===== config.mk =====
export PLATFORM = sky130hd
export DESIGN_NAME = gate_sequencer
export DESIGN_NICKNAME = d
export VERILOG_FILES = /design/src/rtl/gate_seq_pkg.sv /design/src/rtl/gate_seq_timer.sv /design/src/rtl/gate_seq_fsm.sv /design/src/rtl/gate_seq_outreg.sv /design/src/rtl/gate_sequencer.sv
export SDC_FILE = /design/constraint.sdc
export NUM_CORES = 1
export LEC_CHECK = 0
export BUFFER_PORTS_ARGS = -buffer_cell sky130_fd_sc_hd__clkbuf_2
export CORE_MARGIN = 10
export CORE_UTILIZATION = 30
export DETAILED_ROUTE_END_ITERATION = 16
export GPL_TIMING_DRIVEN = 0
export HOLD_SLACK_MARGIN = 0.05
export SLEW_MARGIN = 20
export SYNTH_ARGS = -nofsm -noshare
export SYNTH_HDL_FRONTEND = slang
export SYNTH_SLANG_ARGS = --single-unit

===== constraint.sdc =====
create_clock -name clk -period 2.8 [get_ports clk]
set_input_delay 0.7 -clock clk [delete_from_list [all_inputs] [get_ports clk]]
set_output_delay 0.7 -clock clk [all_outputs]
set_load 0.01 [all_outputs]

===== src/rtl/gate_seq_pkg.sv =====
package gate_seq_pkg;
  typedef enum logic [3:0] {
    ST_OFF      = 4'd0,
    ST_LS_ON    = 4'd1,
    ST_HS_PROP  = 4'd2,
    ST_HS_BLANK = 4'd3,
    ST_HS_WAIT  = 4'd4,
    ST_HS_ON    = 4'd5,
    ST_LS_PROP  = 4'd6,
    ST_LS_WAIT  = 4'd7,
    ST_LS_FB    = 4'd8
  } seq_state_t;
endpackage


===== src/rtl/gate_seq_timer.sv =====
module gate_seq_timer #(
  parameter int unsigned CW = 6
) (
  input  logic          clk,
  input  logic          rst_n,
  input  logic          load_i,
  input  logic [CW-1:0] load_val_i,
  output logic          done_o
);
  logic [CW-1:0] cnt_q, cnt_d;
  logic          cnt_en;

  always_comb begin
    cnt_en = load_i || (cnt_q != '0);
    cnt_d  = cnt_q;
    if (load_i)              cnt_d = load_val_i;
    else if (cnt_q != '0)    cnt_d = cnt_q - 1'b1;
  end

  always_ff @(posedge clk or negedge rst_n) begin
    if (!rst_n)      cnt_q <= '0;
    else if (cnt_en) cnt_q <= cnt_d;
  end

  assign done_o = (cnt_q == '0);
endmodule


===== src/rtl/gate_seq_fsm.sv =====
module gate_seq_fsm
  import gate_seq_pkg::*;
#(
  parameter int unsigned CW           = 6,
  parameter int unsigned PROP_CYC     = 10,
  parameter int unsigned BLANK_CYC    = 25,
  parameter int unsigned FALLBACK_CYC = 40
) (
  input  logic          clk,
  input  logic          rst_n,
  input  logic          pwm_i,
  input  logic          pwr_ok_i,
  input  logic          lg_low_i,
  input  logic          ug_low_i,
  input  logic          sw_low_i,
  input  logic          tmr_done_i,
  output logic          tmr_load_o,
  output logic [CW-1:0] tmr_val_o,
  output seq_state_t    st_next_o
);
  localparam logic [CW-1:0] PROP_LD  = CW'(PROP_CYC - 1);
  localparam logic [CW-1:0] BLANK_LD = CW'(BLANK_CYC - 1);
  localparam logic [CW-1:0] FB_LD    = CW'(FALLBACK_CYC - 1);

  seq_state_t st_q, st_d;

  always_comb begin
    st_d       = st_q;
    tmr_load_o = 1'b0;
    tmr_val_o  = '0;
    case (st_q)
      ST_OFF: begin
        if (pwm_i) begin
          st_d = ST_HS_BLANK; tmr_load_o = 1'b1; tmr_val_o = BLANK_LD;
        end else begin
          st_d = ST_LS_WAIT;
        end
      end
      ST_LS_ON: begin
        if (pwm_i) begin
          st_d = ST_HS_PROP; tmr_load_o = 1'b1; tmr_val_o = PROP_LD;
        end
      end
      ST_HS_PROP: begin
        if (!pwm_i) st_d = ST_LS_ON;
        else if (tmr_done_i) begin
          st_d = ST_HS_BLANK; tmr_load_o = 1'b1; tmr_val_o = BLANK_LD;
        end
      end
      ST_HS_BLANK: begin
        if (!pwm_i)          st_d = ST_LS_WAIT;
        else if (tmr_done_i) st_d = ST_HS_WAIT;
      end
      ST_HS_WAIT: begin
        if (!pwm_i)        st_d = ST_LS_WAIT;
        else if (lg_low_i) st_d = ST_HS_ON;
      end
      ST_HS_ON: begin
        if (!pwm_i) begin
          st_d = ST_LS_PROP; tmr_load_o = 1'b1; tmr_val_o = PROP_LD;
        end
      end
      ST_LS_PROP: begin
        if (pwm_i)           st_d = ST_HS_ON;
        else if (tmr_done_i) st_d = ST_LS_WAIT;
      end
      ST_LS_WAIT: begin
        if (pwm_i) begin
          st_d = ST_HS_BLANK; tmr_load_o = 1'b1; tmr_val_o = BLANK_LD;
        end else if (sw_low_i) st_d = ST_LS_ON;
        else if (ug_low_i) begin
          st_d = ST_LS_FB; tmr_load_o = 1'b1; tmr_val_o = FB_LD;
        end
      end
      ST_LS_FB: begin
        if (pwm_i) begin
          st_d = ST_HS_BLANK; tmr_load_o = 1'b1; tmr_val_o = BLANK_LD;
        end else if (sw_low_i || tmr_done_i) st_d = ST_LS_ON;
      end
      default: st_d = ST_OFF;
    endcase
    if (!pwr_ok_i) begin
      st_d       = ST_OFF;
      tmr_load_o = 1'b0;
    end
  end

  always_ff @(posedge clk or negedge rst_n) begin
    if (!rst_n) st_q <= ST_OFF;
    else        st_q <= st_d;
  end

  assign st_next_o = st_d;

  // Low side may only come on from a switch-node flag or an expired fallback.
  assert_ls_on_cause_R6: assert property (@(posedge clk) disable iff (!rst_n)
    (st_q == ST_LS_ON) && ($past(st_q) inside {ST_LS_WAIT, ST_LS_FB}) |->
      $past(sw_low_i) || $past(tmr_done_i));

  // a fallback never ends early without a switch-node flag.
  assert_fb_hold_R7: assert property (@(posedge clk) disable iff (!rst_n)
    (st_q == ST_LS_FB) && !tmr_done_i && !sw_low_i && pwr_ok_i && !pwm_i
      |=> (st_q == ST_LS_FB));
endmodule


===== src/rtl/gate_seq_outreg.sv =====
module gate_seq_outreg
  import gate_seq_pkg::*;
(
  input  logic       clk,
  input  logic       rst_n,
  input  seq_state_t st_next_i,
  output logic       hs_en_o,
  output logic       ls_en_o
);
  logic hs_d, ls_d, hs_q, ls_q;

  always_comb begin
    hs_d = (st_next_i == ST_HS_ON) || (st_next_i == ST_LS_PROP);
    ls_d = (st_next_i == ST_LS_ON) || (st_next_i == ST_HS_PROP);
  end

  always_ff @(posedge clk or negedge rst_n) begin
    if (!rst_n) begin
      hs_q <= 1'b0;
      ls_q <= 1'b0;
    end else begin
      hs_q <= hs_d;
      ls_q <= ls_d;
    end
  end

  assign hs_en_o = hs_q;
  assign ls_en_o = ls_q;

  assert_no_overlap_R3: assert property (@(posedge clk) disable iff (!rst_n)
    !(hs_q && ls_q));
endmodule


===== src/rtl/gate_sequencer.sv =====
module gate_sequencer
  import gate_seq_pkg::*;
#(
  parameter int unsigned PROP_CYC     = 10,
  parameter int unsigned BLANK_CYC    = 25,
  parameter int unsigned FALLBACK_CYC = 40
) (
  input  logic clk,
  input  logic rst_n,
  input  logic pwm_i,
  input  logic pwr_ok_i,
  input  logic lg_low_i,
  input  logic ug_low_i,
  input  logic sw_low_i,
  output logic hs_en_o,
  output logic ls_en_o
);
  localparam int unsigned MAX_AB = (PROP_CYC > BLANK_CYC) ? PROP_CYC : BLANK_CYC;
  localparam int unsigned MAX_C  = (MAX_AB > FALLBACK_CYC) ? MAX_AB : FALLBACK_CYC;
  localparam int unsigned CW     = (MAX_C < 2) ? 1 : $clog2(MAX_C);

  logic          tmr_load, tmr_done;
  logic [CW-1:0] tmr_val;
  seq_state_t    st_next;

  gate_seq_timer #(.CW(CW)) u_timer (
    .clk(clk), .rst_n(rst_n), .load_i(tmr_load), .load_val_i(tmr_val),
    .done_o(tmr_done)
  );

  gate_seq_fsm #(
    .CW(CW), .PROP_CYC(PROP_CYC), .BLANK_CYC(BLANK_CYC),
    .FALLBACK_CYC(FALLBACK_CYC)
  ) u_fsm (
    .clk(clk), .rst_n(rst_n), .pwm_i(pwm_i), .pwr_ok_i(pwr_ok_i),
    .lg_low_i(lg_low_i), .ug_low_i(ug_low_i), .sw_low_i(sw_low_i),
    .tmr_done_i(tmr_done), .tmr_load_o(tmr_load), .tmr_val_o(tmr_val),
    .st_next_o(st_next)
  );

  gate_seq_outreg u_out (
    .clk(clk), .rst_n(rst_n), .st_next_i(st_next),
    .hs_en_o(hs_en_o), .ls_en_o(ls_en_o)
  );

  assert_pwr_off_R8: assert property (@(posedge clk) disable iff (!rst_n)
    !pwr_ok_i |=> (!hs_en_o && !ls_en_o));

  assert_hs_needs_lg_R4: assert property (@(posedge clk) disable iff (!rst_n)
    $rose(hs_en_o) |-> $past(lg_low_i));

  assert_hs_fall_R5: assert property (@(posedge clk) disable iff (!rst_n)
    $fell(hs_en_o) |-> ($past(!pwm_i) || $past(!pwr_ok_i)));

  assert_ls_fall_R2: assert property (@(posedge clk) disable iff (!rst_n)
    $fell(ls_en_o) |-> ($past(pwm_i) || $past(!pwr_ok_i)));
endmodule


**Yosys cells after proc, flatten, opt, wreduce, memory -nomap -nowiden**

Index checks and enable logic that the tools add are counted.

- Flip-flop bits (word level): 12
- Output and inout port bits: 2
- Logic and storage cells: 66

- Add/sub/neg operators: 1
- Equal/unequal tests: 12
- Mux-type cells: 38
- Reduce and logical (&&, ||, !) cells: 11

Operator list:

| cell | number |
|---|---|
| $mux W4 | 18 |
| $mux W6 | 6 |
| $pmux W4 S9 | 1 |
| $pmux W6 S5 | 1 |
| $eq A4 B3 Y1 const B | 6 |
| $eq A4 B2 Y1 const B | 3 |
| $mux W5 | 2 |
| $eq A4 B1 Y1 const B | 2 |
| $mux W1 | 8 |
| $logic_not A6 Y1 | 1 |
| $reduce_bool A6 Y1 | 1 |
| $sub A6 B1 Y6 const B | 1 |
| $eq A4 B4 Y1 const B | 1 |
| $logic_not A4 Y1 | 1 |
| $logic_or A1 B1 Y1 | 4 |
| $pmux W1 S4 | 1 |
| $mux W3 | 1 |
| $reduce_or A3 Y1 | 1 |
| $reduce_and A2 Y1 | 1 |
| $reduce_bool A2 Y1 | 1 |
| $reduce_or A2 Y1 | 1 |

**Depth between registers and ports, before layout**

- Depth after elaboration: 8
- Depth in mapped cells: 10

**Cells and area by module**

From an unflattened synthesis, not the netlist that was laid out.

- Cell total of the unflattened synthesis: 134
- Area total of the unflattened synthesis: 1,124.8 sq um

By module, submodules not included:

| module | instances | cells an instance | area an instance (sq um) |
|---|---|---|---|
| gate_seq_fsm | 1 | 87 | 660.6 |
| gate_seq_timer | 1 | 42 | 387.9 |
| gate_seq_outreg | 1 | 5 | 76.3 |

**Least setup slack after synthesis**

Ideal clock, no wire load.

- Kind: register to register
- From: register u_timer.cnt_q[0]
- To: register u_out.ls_q (netlist: u_out.ls_en_o)
- Setup time: 112 ps
- Arrival time: 2,271 ps
- Data required time: 2,688 ps
- Path slack: 418 ps
- Stages on the path, launching flop included: 10
- Buffers on the path: 1
- Clock period less this slack: 2,382 ps
- Cells stage by stage: dfrtp_1 -> inv_1 -> ha_1 -> or4b_1 -> or2_1 -> buf_6 -> a211o_1 -> o311ai_1 -> xor2_1 -> a2111oi_2

- Longest elaborated chain between the ends: 8
- Elaborated cells between the ends (all ways): 15
- Those cells by class: eq/ne: 2; mux: 10; reduce/logical: 3

Ends and longest elaborated chain:

| what | line | RTL |
|---|---|---|
| from (decl) | gate_seq_timer.sv:10 | `logic [CW-1:0] cnt_q, cnt_d;` |
| from (signal assigned) | gate_seq_timer.sv:22 | `else if (cnt_en) cnt_q <= cnt_d;` |
| $logic_not A6 Y1 * | gate_seq_timer.sv:25 | `assign done_o = (cnt_q == '0);` |
| $logic_or A1 B1 Y1 | gate_seq_fsm.sv:78 | `end else if (sw_low_i \|\| tmr_done_i) st_d = ST_LS_ON;` |
| $mux W4 | gate_seq_fsm.sv:78 |  |
| $mux W4 | gate_seq_fsm.sv:76 | `if (pwm_i) begin` |
| $pmux W4 S9 * | gate_seq_fsm.sv:31 | `case (st_q)` |
| $mux W4 * | gate_seq_fsm.sv:82 | `if (!pwr_ok_i) begin` |
| $eq A4 B1 Y1 or $eq A4 B2 Y1 (tied branches) | gate_seq_outreg.sv:14 | `ls_d = (st_next_i == ST_LS_ON) \|\| (st_next_i == ST_HS_PROP);` |
| $logic_or A1 B1 Y1 * | gate_seq_outreg.sv:14 |  |
| named net u_out.ls_d | gate_seq_outreg.sv:10 | `logic hs_d, ls_d, hs_q, ls_q;` |
| to (signal assigned) | gate_seq_outreg.sv:23 | `ls_q <= ls_d;` |
| to (decl) | gate_seq_outreg.sv:10 |  |

Mark *: on every way through the listed nets, which the timed path passes. The rest lies on a longest branch.
A chain may end at the register's enable or synchronous reset.

**Worst setup path after layout**

Ends and elaborated chain as after synthesis.

==> results.yml <==
critical_path:
  crit_chain: "inv_1, ha_1, or4b_1, or2_1, buf_6, a211o_1, o311ai_1, xor2_1, a2111oi_2"
  arrival_ns: 2.75
  slowest_delay_ns: 0.49
  crit_type: "flip-flop to flip-flop"
  cp_slowest_cell: "or4b_1"
  worstPathRequired_ns: 2.96
  worstSetupEndpointType: "flip-flop"
  crit_path_max_fanout: 5
  cp-start-kind: "flip-flop"
  cp_top_family: "simple AND/OR/NAND/NOR gates"
  cp_num_buf_inv: 2
floorplan:
  rows: 21
  die_h_um: 79.9
  start_util: 0.317
  die_w_um: 79.9
  core_area_mm2: 0.00339
  die-area_mm2: 0.00638
  io-pin-count: 9
sta:
  rsz0062_at_grt: "false"
  finClkSkew_ns: 0.00663
  fin_crit_ns: 2.59
  finalSetupViolCount: 0
  finalHoldViolCount: 0
  worst_slack_ns: 0.206
  worst_slew_pin_slew_ns: 0.722
  drv_slew: 0
  fmax_mhz: 386
  fin_crit_sh: 0.926
  setup_tns_ns: 0
  relSlewSlack: 0.513
cells_and_area:
  area_growth_syn_to_layout_pct: 11.3
  fin_nets: 153
  fin_util: 0.353
  nFillCells: 346
  drive_above_1_share: 0.175
  n_antenna_cell: 0
  final_cells: 189
grt:
  grt_max_degree: 13
  globalRouteOverflowTotal: 0
  grt_usage: 0.0861
  grt_pass1_wl_um: 4610
  grt_pass1_vias: 1022
  antenna_found_initial: 0
logic_synthesis:
  syn-num-nets: 141
  netlist_area_mm2: 0.00108
  synth_top_area_frac: 0.279
  synth_area_leaders: "dfrtp_1, mux2i_1, nand2_1"
  yosysSeqAreaShare: 0.279
  ys_async_sr_fraction: 1.00
  yosys.area.top_type: "dfrtp_1"
  ys.flop_type: "dfrtp_1"
  synth_cell_type_count: 45
  synth-seq-cells: 12
  avgSynthCellArea_um2: 8.09
  synth_warnings: 0
  synth-edff-count: 0
  syn_inst: 133
power:
  powerDensity_mw_per_mm2: 785
  irDropWorstVdd_mv: 0.171
  finalPower_mw: 0.940
  power.leakage_nw: 0.474
clock_network:
  cts-root-buf: "clkbuf_4"
  clock_path_buffers: 2
  clk_pin_slew_ns: 0.07
  cts.sinks: 12
  cts_buffers: 3
  htreeDepth: 1
  cts_tree: "done"
  clk_latency_ns: 0.27
routing:
  ant_nets: 0
  wl_um: 2750
  drt_iter0_markers: 142
  vias: 1116
  wl_per_cell_um: 14.5
  drt_first_pass_iters: 4
  vias_per_cell: 5.90
  drc: 0
outcome:
  status: "completed"
placed_design:
  gp_congestion: 0.853
  port_buffers: 7
  dp.cells: 186
  pre_cts_ws_ns: 0.239
  dpl.hpwl_um: 2090
run:
  maxCapViolations: 0
min_path:
  holdCritPathClass: "input port to async pin"
-- layout make-up --
| cell class | count | area, µm² | area share |
|---|---|---|---|
| Buffer | 12 | 56.3 | 0.0470 |
| Sequential cell | 12 | 300 | 0.251 |
| Tap cell | 46 | 57.6 | 0.0481 |
| Inverter | 5 | 18.8 | 0.0157 |
| Clock buffer | 3 | 22.5 | 0.0188 |
| Timing Repair Buffer | 7 | 35.0 | 0.0293 |
| Multi-Input combinational cell | 104 | 707 | 0.590 |
-- per-layer routing --
layer	routed length [µm]	vias to the layer above	global-route usage
li1	-	507	-
met1	1120	539	0.104
met2	1290	55	0.138
met3	204	15	0.0191
met4	129	0	0.0458
met5	0	-	0
-- synth_stat cells (all sizes together) (2+ instances only) --
cell / instances
nor4: 4
nor2: 12
a21oi: 8
nor3: 5
a221o: 2
nand2: 13
xor2: 3
o22ai: 5
nand3: 2
o21ai: 7
o21a: 2
or3: 2
xnor2: 2
nor2b: 4
mux2: 3
dfrtp: 12
mux2i: 5
buf: 4
clkbuf: 8
a31oi: 2
a211oi: 3
or2: 2
nand2b: 3
inv: 5
-- final timing paths --
path / start / endpoint / slack [ns] / depth (start not counted)
max in group asynchronous: rst_n / u_out.hs_en_o$_DFF_PN0_ / 2.25 / 1
min: rst_n / u_timer.cnt_q[3]$_DFFE_PN0P_ / 0.31 / 1
max reg2reg: u_timer.cnt_q[0]$_DFFE_PN0P_ / u_out.ls_en_o$_DFF_PN0_ / 0.21 / 9
min in group clk: u_timer.cnt_q[3]$_DFFE_PN0P_ / u_timer.cnt_q[3]$_DFFE_PN0P_ / 0.63 / 3
max: u_timer.cnt_q[0]$_DFFE_PN0P_ / u_out.ls_en_o$_DFF_PN0_ / 0.21 / 9
min reg2reg: u_timer.cnt_q[3]$_DFFE_PN0P_ / u_timer.cnt_q[3]$_DFFE_PN0P_ / 0.63 / 3
-- registers in the layout (all words and copies together) (netlist names) --
signal,count
u_timer.cnt_q,6
u_fsm.st_q,4
u_out.hs_en_o,1
u_out.ls_en_o,1
-- worst register-to-register path, stage by stage (launching register included) --
cell and delay, ns:
dfrtp_1 0.42, inv_1 0.10, ha_1 0.22, or4b_1 0.49
or2_1 0.24, buf_6 0.14, a211o_1 0.25, o311ai_1 0.12
xor2_1 0.16, a2111oi_2 0.34
-- stage by stage --
stage,hold slack (ns),area [µm²]
2_1_floorplan,0.404,1080
3_3_place_gp,0.596,1170
3_5_place_dp,0.602,1170
4_1_cts,0.309,1190
5_1_grt,0.321,1200
6_report,0.307,1200
-- cell usage in the layout (no fill, tap or decap), types with 4 or more instances in the layout --
cell type,count
dfrtp_1,12
a21oi_1,6
nor2_1,11
clkbuf_2,7
mux2i_1,5
inv_1,4
nand2_1,13
o21ai_0,7
o22ai_1,5
nor3_1,5
nor2b_1,4
clkbuf_1,8
-- cells by family after synthesis --
logic type,count (synthesis),synth area share
and+or+nand+nor,52,0.251
xor gates and xnor gates,5,0.0407
adders and majority gates,1,0.0116
buffers and inverters,17,0.0698
DFF,12,0.279
muxes,8,0.0814
AOI/OAI and AO/OA,38,0.266
-- power by group --
group / switching, mW / internal, mW
logic: 0.302 / 0.243
registers: 0.0549 / 0.236
clock network: 0.0549 / 0.0498
-- what timing repair did --
| item | in CTS | in global routing |
|---|---|---|
| buffers inserted | 0 | 0 |
| gates resized for setup | 0 | 1 |
| endpoints found under the setup margin | 0 | 1 |
| hold buffers | 0 | 0 |
Note: power is estimated with default switching activity, not from simulation.
